**config.mk**
```make
export PLATFORM = sky130hd
export DESIGN_NAME = lsq_codec
export DESIGN_NICKNAME = d
export VERILOG_FILES = /design/src/rtl/lsq_pkg.sv /design/src/rtl/lsq_encoder.sv /design/src/rtl/lsq_vote.sv /design/src/rtl/lsq_judge.sv /design/src/rtl/lsq_codec.sv
export SDC_FILE = /design/constraint.sdc
export NUM_CORES = 1
export LEC_CHECK = 0
export BUFFER_PORTS_ARGS = -buffer_cell sky130_fd_sc_hd__buf_4
export CELL_PAD_IN_SITES_DETAIL_PLACEMENT = 0
export CELL_PAD_IN_SITES_GLOBAL_PLACEMENT = 1
export CORE_MARGIN = 1.5
export CORE_UTILIZATION = 37
export DETAILED_ROUTE_END_ITERATION = 8
export PLACE_DENSITY_LB_ADDON = 0.1
export REMOVE_ABC_BUFFERS = 1
export SETUP_SLACK_MARGIN = 0.3
export SYNTH_ARGS = -nofsm -noshare
export SYNTH_HDL_FRONTEND = slang
export SYNTH_SLANG_ARGS = --single-unit
```
**constraint.sdc**
```tcl
create_clock -name clk -period 0.8 [get_ports clk]
set_input_delay 0.08 -clock clk [delete_from_list [all_inputs] [get_ports clk]]
set_output_delay 0.08 -clock clk [all_outputs]
set_load 0.05 [all_outputs]
```
**src/rtl/lsq_pkg.sv**
```systemverilog
package lsq_pkg;

    localparam int SQ      = 4;             // square order (group size)
    localparam int SUBS    = 3;             // parity families kept
    localparam int DATA_W  = SQ * SQ;
    localparam int CHK_W   = SUBS * SQ;
    localparam int WORD_W  = DATA_W + CHK_W;

    typedef struct packed {
        logic [CHK_W-1:0]  chk;
        logic [DATA_W-1:0] data;
        logic              fixed;
        logic              fail;
    } lsq_out_t;

    // multiply by the generator in GF(4) (x^2 + x + 1)
    function automatic logic [1:0] gf_dbl(input logic [1:0] v);
        return {v[1] ^ v[0], v[1]};
    endfunction

    // index of the check in family fam that covers data bit bit_i
    function automatic int chk_index(input int fam, input int bit_i);
        logic [1:0] g;
        logic [1:0] c;
        logic [1:0] r;
        g = 2'(bit_i / SQ);
        c = 2'(bit_i % SQ);
        case (fam)
            0:       r = c;
            1:       r = c ^ g;
            default: r = c ^ gf_dbl(g);
        endcase
        return fam * SQ + int'(r);
    endfunction

    // data-bit mask of one check equation
    function automatic logic [DATA_W-1:0] cover_mask(input int k);
        logic [DATA_W-1:0] m;
        m = '0;
        for (int i = 0; i < DATA_W; i++) begin
            if (chk_index(k / SQ, i) == k) m[i] = 1'b1;
        end
        return m;
    endfunction

endpackage

```
**src/rtl/lsq_encoder.sv**
```systemverilog
module lsq_encoder
    import lsq_pkg::*;
(
    input  logic [DATA_W-1:0] data_i,
    output logic [CHK_W-1:0]  chk_o
);

    for (genvar k = 0; k < CHK_W; k++) begin : g_chk
        localparam logic [DATA_W-1:0] MASK = cover_mask(k);
        assign chk_o[k] = ^(data_i & MASK);
    end

endmodule

```
**src/rtl/lsq_vote.sv**
```systemverilog
module lsq_vote
    import lsq_pkg::*;
(
    input  logic [CHK_W-1:0]  syn_i,
    output logic [DATA_W-1:0] flip_o
);

    for (genvar i = 0; i < DATA_W; i++) begin : g_bit
        logic [SUBS-1:0] hit;
        for (genvar s = 0; s < SUBS; s++) begin : g_fam
            localparam int IDX = chk_index(s, i);
            assign hit[s] = syn_i[IDX];
        end
        // unanimous vote: all three equations must fail
        assign flip_o[i] = &hit;
    end

endmodule

```
**src/rtl/lsq_judge.sv**
```systemverilog
module lsq_judge
    import lsq_pkg::*;
(
    input  logic [CHK_W-1:0]  syn_i,
    input  logic [CHK_W-1:0]  resid_i,
    input  logic [DATA_W-1:0] raw_i,
    input  logic [DATA_W-1:0] flip_i,
    output logic [DATA_W-1:0] data_o,
    output logic              fixed_o,
    output logic              fail_o
);

    logic any_err;
    logic light;

    always_comb begin
        any_err = |syn_i;
        // residual of weight zero or one is explained by the inversions
        light   = ((resid_i & (resid_i - 1'b1)) == '0);
        fixed_o = any_err & light;
        fail_o  = any_err & ~light;
        data_o  = fail_o ? raw_i : (raw_i ^ flip_i);
    end

endmodule

```
**src/rtl/lsq_codec.sv**
```systemverilog
module lsq_codec
    import lsq_pkg::*;
#(
    parameter bit REG_OUT = 1'b1
) (
    input  logic              clk,
    input  logic              rst_n,
    input  logic [DATA_W-1:0] enc_data_i,
    output logic [CHK_W-1:0]  enc_check_o,
    input  logic [WORD_W-1:0] dec_word_i,
    output logic [DATA_W-1:0] dec_data_o,
    output logic              dec_fixed_o,
    output logic              dec_fail_o
);

    logic [DATA_W-1:0] raw_data;
    logic [CHK_W-1:0]  raw_chk;
    logic [CHK_W-1:0]  enc_chk;
    logic [CHK_W-1:0]  recomp_chk;
    logic [CHK_W-1:0]  syn;
    logic [DATA_W-1:0] flip;
    logic [CHK_W-1:0]  flip_chk;
    logic [CHK_W-1:0]  resid;
    logic [DATA_W-1:0] fix_data;
    logic              fix_flag;
    logic              fail_flag;
    lsq_out_t          out_d;
    lsq_out_t          out_q;

    assign raw_data = dec_word_i[DATA_W-1:0];
    assign raw_chk  = dec_word_i[WORD_W-1:DATA_W];

    lsq_encoder u_enc_wr (.data_i(enc_data_i), .chk_o(enc_chk));
    lsq_encoder u_enc_rd (.data_i(raw_data),   .chk_o(recomp_chk));

    assign syn = raw_chk ^ recomp_chk;

    lsq_vote u_vote (.syn_i(syn), .flip_o(flip));

    // re-encode the inversions; what they leave unexplained is the residual
    lsq_encoder u_enc_flip (.data_i(flip), .chk_o(flip_chk));
    assign resid = syn ^ flip_chk;

    lsq_judge u_judge (
        .syn_i   (syn),
        .resid_i (resid),
        .raw_i   (raw_data),
        .flip_i  (flip),
        .data_o  (fix_data),
        .fixed_o (fix_flag),
        .fail_o  (fail_flag)
    );

    always_comb begin
        out_d       = out_q;
        out_d.chk   = enc_chk;
        out_d.data  = fix_data;
        out_d.fixed = fix_flag;
        out_d.fail  = fail_flag;
    end

    if (REG_OUT) begin : g_reg
        always_ff @(posedge clk or negedge rst_n) begin
            if (!rst_n) out_q <= '0;
            else        out_q <= out_d;
        end

        // a reported failure hands back the stored data field untouched
        a_r11_raw_on_fail: assert property (@(posedge clk) disable iff (!rst_n)
            out_q.fail |-> (out_q.data == $past(dec_word_i[DATA_W-1:0])));
    end else begin : g_comb
        always_comb out_q = out_d;
    end

    assign enc_check_o = out_q.chk;
    assign dec_data_o  = out_q.data;
    assign dec_fixed_o = out_q.fixed;
    assign dec_fail_o  = out_q.fail;

    // a clean syndrome raises nothing and inverts nothing
    a_r2_clean_quiet: assert property (@(posedge clk) disable iff (!rst_n)
        (syn == '0) |-> (!fix_flag && !fail_flag && flip == '0));

    // fewer than three failing checks can never satisfy a unanimous vote
    a_r5_light_syndrome_keeps_data: assert property (@(posedge clk) disable iff (!rst_n)
        ($countones(syn) < 3) |-> (flip == '0));

    // the two flags exclude each other at the outputs
    a_r11_flags_exclusive: assert property (@(posedge clk) disable iff (!rst_n)
        !(dec_fixed_o && dec_fail_o));

endmodule

```
==> impl_summary.log <==
INFO  metric die-area = about 7900 µm²
INFO  metric cell_at_the_root_of_the_clock_tree = clkbuf_8
INFO  metric timing.final.ws_setup = -2050 ps
INFO  metric detail_route.drc_violations = 0
INFO  metric total_routed_length = 8580 µm
INFO  metric path_delay_family = compound AO/OA/AOI/OAI gates
INFO  metric grt_start_max_net_pins = 31
INFO  metric cts.sinks = 30
INFO  metric drt_pass1_iterations = 4
INFO  metric relSlewSlack = 72.5%
INFO  metric yosys.area_share.xor_xnor = between 40% and 50%
INFO  metric detail_route.wl_per_cell = 16.0 µm
INFO  metric finish.utilization = 68.1%
INFO  metric worst-endpoint-required = approximately 1000 ps
INFO  metric portBuffers = 75
INFO  metric rsz0062_at_grt = yes
INFO  metric cp_cell_sequence = buf_4, xor3_2, xor2_4, o211ai_1, buf_4, a211oi_2, or3b_4, o32a_1, o22ai_1, a211o_1, a22oi_4, clkbuf_16, and3_4, xor2_1
INFO  metric worstPathBufferInverterCount = 3
INFO  metric hold_slack_final = -291 ps
INFO  metric rows = 31
INFO  metric path_depth = 14
INFO  metric setup_viol = 48
INFO  metric synth_area_per_cell = 10.3 µm²
INFO  metric synth_edf_count = 0
INFO  metric critical_path.endpoint_type = flop
INFO  metric compound_cell_area_share_of_the_yosys_netlist = 10.6%
INFO  metric first_global_vias = 2,560
INFO  metric placedInstanceArea = 4010 µm²
INFO  metric critical-path-slowest-cell = xor3_2
INFO  metric finalCritPeriodShare = 357%
INFO  metric io_pins = 76
INFO  metric crit_top_cell = buf_4
INFO  metric crit_fanout = 7
INFO  metric yosys_warnings = 0
INFO  metric floorplan.initialDensity = 37.8%
INFO  metric netlist_instances = 266
INFO  metric power.ir.vdd_worst = 1.27 mV
INFO  metric netlist-cell-type-count = 35
INFO  metric hpwl = 6440 µm
INFO  metric max_slew.worst_pin.slew = 411 ps
INFO  metric seq_area_frac_synth = between 20% and 30%
INFO  metric total_congestion_overflow = 0
INFO  metric ys_async_sr_fraction = 100%
INFO  metric p_leak = 2.13 nW
INFO  metric die-width = 88.9 µm
INFO  metric cts_htree_levels = 2
INFO  metric post_synth_and_or_nand_nor_area_fraction = 11.9%
INFO  metric drv_slew = 0
INFO  metric worst-setup-path-type = in2reg
INFO  metric drt_iter0_markers = ~110
INFO  metric drv_cap = 0
INFO  metric vias_per_cell = 4.80
INFO  metric synth_adder_area_share = 0%
INFO  metric design_area = 4910 µm²
INFO  metric critical_path.startpoint_type = input pin
INFO  metric timing_hold_violations_final = 31
INFO  metric grt_pass1_wl = 12,500 µm
INFO  metric num_antenna_cells = 0
INFO  metric design.core.area = 7210 µm²
INFO  metric outcome = complete, but fails checks
INFO  metric finalCriticalPeriod = 2850 ps
INFO  metric area_delta_synth_final = 79.8%
INFO  metric clk_transition_reported_paths = 70 ps
INFO  metric antenna_found_initial = 0
INFO  metric drive_gt1_share = 59.6%
INFO  metric cts_tree = built
INFO  metric yosys_most_used_dff = dfrtp_1
INFO  metric yosys-mux-area-fraction = 0%
INFO  metric place.gp.congestion = about 0.89
INFO  metric synthesis_stage_register_bit_count = 30
INFO  metric drtAntennaViolNets = 0
INFO  metric violations = negative hold slack, negative setup slack
INFO  metric cp.arrival = 3040 ps
INFO  metric cpPeakStageDelay = 450 ps
INFO  metric clk_path_buf_depth = 2
INFO  metric die_height = about 89 µm
INFO  metric groute.usage.overall = 21.3%
INFO  metric netlist_area = around 2700 µm²
INFO  metric cellPowerDensity = roughly 3000 nW/µm²
INFO  metric hold_path_class = in2async
INFO  metric route.vias.total = 2,579
INFO  metric final_nets = 483
INFO  metric fmax = roughly 0.35 GHz
INFO  metric main_combinational_cell_family_by_area_after_synthesis = XOR/XNOR gates
INFO  metric numCtsBuffers = 5
[synth_stat cells (2+ instances only)]
cell      number  area, µm²
xnor2_1       84        736
a211o_1        3       26.3
xnor2_2        3       48.8
buf_2          4       20.0
dfrtp_1       30        751
o211ai_1      12       90.1
nand4_1        9       56.3
xor3_2         2       50.1
xor3_1         9        214
nand3_1        9       45.0
clkbuf_1       3       11.3
a211oi_1      13       97.6
nand2_1        8       30.0
nor3_1         2       10.0
o21ai_1        2       10.0
xor2_1        21        184
xor2_2         2       32.5
or3b_1         3       26.3
nor2_1        31        116
[logic make-up after synthesis]
group | count (synthesis)
XOR/XNOR | 123
AND/OR/NAND/NOR | 67
AO/OA/AOI/OAI | 36
flip-flops | 30
buffers and inverters | 10
[sequential cells by signal, summed over array words and instances, names as in the netlist]
register     flops
dec_fixed_o      1
dec_fail_o       1
enc_check_o     12
dec_data_o      16
[repair_timing]
| action | 4_1_cts | 5_1_grt |
|---|---|---|
| pin swaps | 12 | 25 |
| gates resized for setup | 77 | 61 |
| setup buffers | 5 | 9 |
| setup endpoints to repair | 48 | 48 |
| hold endpoints to repair | 30 | 30 |
| gates cloned | 0 | 1 |
[per-layer routing]
| layer | global-route usage [%] | wire (µm) | up-vias |
|---|---|---|---|
| met5 | 0 | 0 | - |
| met4 | 7.10 | 127 | 0 |
| met3 | 3.60 | 466 | 11 |
| met2 | 39.0 | 4540 | 87 |
| met1 | 25.3 | 3450 | 1233 |
| li1 | - | - | 1248 |
[metrics by stage]
step	worst slack, ps	setup TNS [ps]	total power (W)	instances	hold WS, ps
2_1_floorplan	-2100	-37060	0.00685	257	-216
3_3_place_gp	-2320	-40350	0.0103	514	28.2
3_5_place_dp	-2340	-40640	0.0103	514	32.5
4_1_cts	-1930	-36300	0.0127	527	-279
5_1_grt	-2120	-40440	0.0150	537	-267
6_report	-2050	-38150	0.0143	537	-291
[layout by cell type (no fill, tap or decap), types with 4 or more instances in the layout]
cell type and instances:
xor2_2 4, nand2_1 7, xnor2_2 20, xor3_2 10, o211ai_1 12, nand4_1 9
buf_4 122, nor2_2 5, clkbuf_8 6, dfrtp_1 30, buf_6 47, xor2_4 4
nor2_4 5, a211oi_2 8, nand3_2 5, xor2_1 16, xnor2_1 64, nor2_1 21
[final cells by class]
type	count	area [µm²]
clock buffer	6	82.6
clock inverter	2	12.5
fill	582	2300
inverter	1	3.75
multi-input combinational	226	2420
sequential	30	751
tap	99	124
timing repair buffer	173	1520
[worst paths after layout]
path	slack [ps]	endpoint	from
max	-2050	dec_data_o[2]	dec_word_i[3]
min	-290	enc_check_o[1]	rst_n
max in group asynchronous	810	dec_data_o[14]	rst_n
min in group clk	0	dec_data_o[5]	dec_word_i[5]
[power breakdown]
part	switching (W)	internal (W)
registers	0.000135	0.00182
logic	0.00555	0.00550
clock network	0.000636	0.000691
total	0.00632	0.00801
(Power assumes the default switching activity.)
